[config.mk]
export PLATFORM = sky130hd
export DESIGN_NAME = chstat_dbuf
export DESIGN_NICKNAME = d
export VERILOG_FILES = /design/src/rtl/chstat_pkg.sv /design/src/rtl/cs_collect.sv /design/src/rtl/cs_publish.sv /design/src/rtl/cs_flag.sv /design/src/rtl/chstat_dbuf.sv
export SDC_FILE = /design/constraint.sdc
export NUM_CORES = 2
export LEC_CHECK = 0
export BUFFER_PORTS_ARGS = -buffer_cell sky130_fd_sc_hd__buf_2
export CORE_MARGIN = 3
export CORE_UTILIZATION = 45
export CTS_CLUSTER_DIAMETER = 80
export CTS_CLUSTER_SIZE = 14
export DETAILED_ROUTE_END_ITERATION = 8
export PLACE_DENSITY = 0.66
export SYNTH_ARGS = -nofsm -noshare
export SYNTH_HDL_FRONTEND = slang
export SYNTH_SLANG_ARGS = --single-unit
[constraint.sdc]
create_clock -name clk -period 5.75 [get_ports clk]
set_clock_uncertainty 0.1 [all_clocks]
set_input_delay 1.725 -clock clk [delete_from_list [all_inputs] [get_ports clk]]
set_output_delay 1.725 -clock clk [all_outputs]
set_load 0.03 [all_outputs]
[src/rtl/chstat_pkg.sv]
package chstat_pkg;
  localparam int unsigned CS_BITS   = 192;
  localparam int unsigned CS_BYTES  = CS_BITS / 8;
  localparam int unsigned CMP_BYTES = 5;
  localparam int unsigned ADDR_W    = 8;
  localparam int unsigned BASE_ADDR = 32'h20;

  typedef enum logic {
    CH_A = 1'b0,
    CH_B = 1'b1
  } chan_e;
endpackage

[src/rtl/cs_collect.sv]
module cs_collect
  import chstat_pkg::*;
#(
  parameter int unsigned NBITS = CS_BITS,
  localparam int unsigned CW   = $clog2(NBITS + 1)
) (
  input  logic             clk,
  input  logic             rst_n,
  input  logic             in_valid,
  input  logic             in_bit,
  input  logic             in_chan,
  input  logic             in_start,
  output logic             in_ready,
  input  logic             copy_done,
  output logic             complete,
  output logic [NBITS-1:0] work_a,
  output logic [NBITS-1:0] work_b,
  output logic [CW-1:0]    cnt_a,
  output logic [CW-1:0]    cnt_b
);
  localparam logic [CW-1:0] FULL = CW'(NBITS);

  logic synced;
  logic accept;
  logic is_a;

  assign complete = (cnt_a == FULL) && (cnt_b == FULL);
  assign in_ready = !complete;
  assign accept   = in_valid && in_ready;
  assign is_a     = (chan_e'(in_chan) == CH_A);

  always_ff @(posedge clk or negedge rst_n) begin
    if (!rst_n) begin
      synced <= 1'b0;
      cnt_a  <= '0;
      cnt_b  <= '0;
      work_a <= '0;
      work_b <= '0;
    end else if (copy_done) begin
      synced <= 1'b0;
      cnt_a  <= '0;
      cnt_b  <= '0;
    end else if (accept) begin
      if (is_a && in_start) begin
        // a new block begins here; any partial block is dropped
        synced    <= 1'b1;
        work_a[0] <= in_bit;
        cnt_a     <= CW'(1);
        cnt_b     <= '0;
      end else if (synced) begin
        if (is_a && cnt_a < FULL) begin
          work_a[cnt_a] <= in_bit;
          cnt_a         <= cnt_a + 1'b1;
        end else if (!is_a && cnt_b < FULL) begin
          work_b[cnt_b] <= in_bit;
          cnt_b         <= cnt_b + 1'b1;
        end
      end
    end
  end
endmodule

[src/rtl/cs_publish.sv]
module cs_publish
  import chstat_pkg::*;
#(
  parameter int unsigned NBITS = CS_BITS,
  parameter int unsigned NCMP  = CMP_BYTES,
  parameter int unsigned AW    = ADDR_W,
  parameter int unsigned BASE  = BASE_ADDR,
  localparam int unsigned NBYTES = NBITS / 8,
  localparam int unsigned CMPB   = NCMP * 8
) (
  input  logic             clk,
  input  logic             rst_n,
  input  logic             complete,
  input  logic [NBITS-1:0] work_a,
  input  logic [NBITS-1:0] work_b,
  input  logic             sel_b,
  input  logic             rd_en,
  input  logic [AW-1:0]    rd_addr,
  output logic             copy_evt,
  output logic             changed,
  output logic [NBITS-1:0] pub_a,
  output logic [NBITS-1:0] pub_b,
  output logic [7:0]       rd_data
);
  localparam logic [AW-1:0] LO = AW'(BASE);
  localparam logic [AW-1:0] HI = AW'(BASE + NBYTES);

  logic [AW-1:0]    off;
  logic             in_win;
  logic [NBITS-1:0] src;

  // a pending block waits for a cycle free of host reads
  assign copy_evt = complete && !rd_en;

  assign changed = sel_b ? (work_b[CMPB-1:0] != pub_b[CMPB-1:0])
                         : (work_a[CMPB-1:0] != pub_a[CMPB-1:0]);

  assign off    = rd_addr - LO;
  assign in_win = (rd_addr >= LO) && (rd_addr < HI);
  assign src    = sel_b ? pub_b : pub_a;

  always_ff @(posedge clk or negedge rst_n) begin
    if (!rst_n) begin
      pub_a <= '0;
      pub_b <= '0;
    end else if (copy_evt) begin
      pub_a <= work_a;
      pub_b <= work_b;
    end
  end

  always_ff @(posedge clk or negedge rst_n) begin
    if (!rst_n) begin
      rd_data <= '0;
    end else if (rd_en) begin
      rd_data <= in_win ? src[8*int'(off) +: 8] : 8'h00;
    end
  end
endmodule

[src/rtl/cs_flag.sv]
module cs_flag (
  input  logic clk,
  input  logic rst_n,
  input  logic copy_evt,
  input  logic on_change,
  input  logic changed,
  input  logic clr,
  output logic flag
);
  logic set;

  assign set = copy_evt && (!on_change || changed);

  always_ff @(posedge clk or negedge rst_n) begin
    if (!rst_n)   flag <= 1'b0;
    else if (set) flag <= 1'b1;
    else if (clr) flag <= 1'b0;
  end
endmodule

[src/rtl/chstat_dbuf.sv]
module chstat_dbuf
  import chstat_pkg::*;
#(
  parameter int unsigned NBITS = CS_BITS,
  parameter int unsigned NCMP  = CMP_BYTES,
  parameter int unsigned AW    = ADDR_W,
  parameter int unsigned BASE  = BASE_ADDR,
  localparam int unsigned CW   = $clog2(NBITS + 1)
) (
  input  logic          clk,
  input  logic          rst_n,
  input  logic          s_valid,
  output logic          s_ready,
  input  logic          s_bit,
  input  logic          s_chan,
  input  logic          s_start,
  input  logic          sel_b,
  input  logic          flag_mode,
  input  logic          flag_clr,
  output logic          flag,
  input  logic          rd_en,
  input  logic [AW-1:0] rd_addr,
  output logic [7:0]    rd_data
);
  logic             complete;
  logic             copy_evt;
  logic             changed;
  logic [NBITS-1:0] work_a, work_b;
  logic [NBITS-1:0] pub_a, pub_b;
  logic [CW-1:0]    cnt_a, cnt_b;

  cs_collect #(.NBITS(NBITS)) u_collect (
    .clk       (clk),
    .rst_n     (rst_n),
    .in_valid  (s_valid),
    .in_bit    (s_bit),
    .in_chan   (s_chan),
    .in_start  (s_start),
    .in_ready  (s_ready),
    .copy_done (copy_evt),
    .complete  (complete),
    .work_a    (work_a),
    .work_b    (work_b),
    .cnt_a     (cnt_a),
    .cnt_b     (cnt_b)
  );

  cs_publish #(.NBITS(NBITS), .NCMP(NCMP), .AW(AW), .BASE(BASE)) u_publish (
    .clk      (clk),
    .rst_n    (rst_n),
    .complete (complete),
    .work_a   (work_a),
    .work_b   (work_b),
    .sel_b    (sel_b),
    .rd_en    (rd_en),
    .rd_addr  (rd_addr),
    .copy_evt (copy_evt),
    .changed  (changed),
    .pub_a    (pub_a),
    .pub_b    (pub_b),
    .rd_data  (rd_data)
  );

  cs_flag u_flag (
    .clk       (clk),
    .rst_n     (rst_n),
    .copy_evt  (copy_evt),
    .on_change (flag_mode),
    .changed   (changed),
    .clr       (flag_clr),
    .flag      (flag)
  );
endmodule

==> qor.csv <==
metric,value,unit
outcome,completed,
Fin Setup TNS,0,ps
postcts setup bufs,0,
antenna-violating nets left,0,
Routed wire per std cell,22.2,um
r2r worst-path depth,9,
Hold Path Class,flip-flop to flip-flop,
gpl congestion,0.894,
drt drc,0,
number of synthesized flops with an enable pin,0,
Leak,19.8,nW
CP max FO,12,
CP Launch Type,flip-flop,
CP Class,flip-flop to output port,
TritonCTS clock tree,done,
crit-path max cell delay,440,ps
endpoint class of the critical path,output port,
Hold Crit Depth,2,
fin crit share,78.6,%
HPWL Detailed,59.3,mm
final setup vio count,0,
"Req. time, crit path",3920,ps
FMAX,221,MHz
most frequent cells in the layout,"nand2_1, dfrtp_1, mux2_2, nor2_1, nor3_1",
H-tree Lvls,3,
Worst-path clk slew,70,ps
RR Startpoint,u_collect.cnt_a[0],
I/O pins,28,
Resize count post-CTS,0,
routed vias/inst,5.66,
Min-Delay Endpoint,u_publish.pub_b[128],
Initial Util,45.7,%
Yosys reg bits,794,
count of pins over their slew limit,0,
Clock Sinks,794,
post-synthesis sequential area ratio,54.9,%
total power,10.6,mW
Vias,25157,
initial antenna violation count,8,
pin count of the biggest net entering global routing,205,
hold_buf cts,0,
"Clk Latency, worst-skew pair",630,ps
global-route wire length before repair,152,mm
Max Cap Violations,0,
PwrDens,272,nW/um^2
critical path arrival,2700,ps
post-synth cell types,49,
syn nets,3508,
CTS root buffer,clkbuf_16,
width of the die,290,um
Top Family by Delay on Critical Path,simple AND/OR/NAND/NOR gates,
worst slack at placement,969,ps
number of nets in the layout,3407,
number of port buffers,27,
main flop type after synthesis,dfrtp_1,
max_slew headroom,13.3,%
area delta synth->final,7.60,%
RSZ-0062 raised after global routing,false,
total track usage,23.9,%
asr flop ratio synth,100,%
pin slew with the least headroom to its limit,1300,ps
Post-Syn Area per Cell,10.4,um^2
core area,79300,um^2
Die ar.,83800,um^2
Max rail drop VDD,193,uV
DRT iter0 DRCs,2556,
minimum clock period,4520,ps
R2R Path End,u_collect.work_a[125],
row count,103,
setup ws final,1230,ps
Syn Inst Count,3481,
"Hold Violations, Final",0,
"commonest non-fill, non-tap cell in the layout",nand2_1,
clock buffer depth,3,
Synth Warn #,0,
Num CTS Buffers,66,
Die H,290,um
Post-Syn Area,36200,um^2
vias in the first global route,24447,
drt pass-1 iters,6,
fraction of layout instances using a drive strength above 1,16.0,%
final wirelength,98.6,mm
reg2reg setup slack,2450,ps
Critical-path top delay cell,dfrtp_1,
CP Cell Sequence,inv_1 > ha_1 > nor3b_1 > nand4_1 > buf_4 > or2_2 > buf_2,
total grt overflow,0,
WP buf/inv,3,
Hold Crit Start,u_collect.work_b[128],
==> layout make-up <==
type / count / area (um^2)
fill: 7230 / 40300
antenna: 4 / 10.0
tap: 1050 / 1310
inverter: 13 / 48.8
timing repair buffer: 85 / 762
sequential: 794 / 19900
clock inverter: 6 / 71.3
clock buffer: 69 / 1710
multi-input combinational: 2420 / 15200
==> flip-flops by register name, summed over array words and instances (netlist names) <==
name               count
u_collect.work_b     192
u_publish.rd_data      8
u_publish.pub_a      192
u_collect.cnt_a        8
u_flag.flag            1
u_collect.synced       1
u_collect.cnt_b        8
u_publish.pub_b      192
u_collect.work_a     192
==> cell usage after synthesis, types with 5 or more instances <==
| library cell | number | area [um^2] |
|---|---|---|
| nand2_1 | 1194 | 4480 |
| dfrtp_1 | 794 | 19900 |
| mux2_2 | 286 | 3220 |
| nor2_1 | 267 | 1000 |
| nor3_1 | 148 | 741 |
| clkbuf_1 | 135 | 507 |
| mux2_1 | 100 | 1130 |
| buf_2 | 91 | 455 |
| mux4_2 | 84 | 1890 |
| xor2_1 | 70 | 613 |
| mux2i_1 | 29 | 290 |
| a22oi_1 | 28 | 210 |
| nand3_1 | 24 | 120 |
| a21oi_1 | 20 | 100 |
| nor4_1 | 20 | 125 |
| nor2b_1 | 19 | 119 |
| xnor2_1 | 19 | 166 |
| a221oi_1 | 17 | 149 |
| o21ai_0 | 14 | 70.1 |
| inv_1 | 13 | 48.8 |
| nand4_1 | 13 | 81.3 |
| buf_6 | 10 | 113 |
| buf_1 | 9 | 33.8 |
| buf_4 | 9 | 67.6 |
| ha_1 | 9 | 113 |
| and2_1 | 7 | 43.8 |
| o21a_1 | 7 | 52.6 |
| nand2b_1 | 5 | 31.3 |
==> metrics by stage <==
| step | util [%] | hold WS, ps | cell area (um^2) | cells |
|---|---|---|---|---|
| after floorplan | - | 333 | 36200 | 3481 |
| after global placement | 46.9 | 343 | 37100 | 4362 |
| after detailed placement | 46.9 | 350 | 37100 | 4362 |
| after CTS | 49.1 | 356 | 38900 | 4437 |
| after global routing | 49.1 | 377 | 38900 | 4437 |
| final | 49.1 | 352 | 38900 | 4441 |
==> worst register-to-register path, stage by stage (launching register included) <==
cell,delay [ps]
dfrtp_1,440
inv_1,110
ha_1,250
nor3b_1,370
nand4_1,140
buf_4,220
o2111ai_4,370
buf_4,640
nor3_1,160
mux2_1,340
==> cell families (layout without fill, tap and decap cells) <==
logic type | count (synthesis) | count (layout) | share of synthesized area [%]
adders and majority gates | 9 | 9 | 0.311
xor gates and xnor gates | 89 | 89 | 2.15
buffers and inverters | 267 | 173 | 3.39
other | 0 | 4 | 0
AOI/OAI and AO/OA | 111 | 111 | 2.24
muxes | 499 | 499 | 18.0
DFF | 794 | 794 | 54.9
and+or+nand+nor | 1712 | 1712 | 19.0
==> worst max-delay path by stage <==
stage	from	end	slack (ps)	depth (start not counted)
5_1_grt	u_collect.cnt_a[0]	s_ready	1090	7
4_1_cts	u_collect.cnt_a[0]	s_ready	1250	7
3_3_place_gp	rd_addr[0]	u_publish.rd_data[4]	1040	7
2_1_floorplan	sel_b	u_publish.rd_data[2]	2190	6
3_5_place_dp	rd_addr[0]	u_publish.rd_data[4]	970	7
6_report	u_collect.cnt_a[0]	s_ready	1230	7
==> per-layer routing <==
| layer | part of all wire, % | up-vias | global-route usage (%) |
|---|---|---|---|
| met2 | 44 | 789 | 35.5 |
| met4 | 3.3 | 8 | 8.10 |
| li1 | - | 11264 | - |
| met1 | 44 | 12919 | 34.5 |
| met3 | 8.1 | 177 | 5.73 |
| met5 | 0.049 | - | 0 |
==> where the power goes <==
group / internal, mW / total [mW] / switching [mW]
Sequential: 5.65 / 5.73 / 0.0789
Clock: 2.11 / 4.13 / 2.01
Combinational: 0.198 / 0.750 / 0.552
No activity file was read; power rests on OpenSTA's default activity.
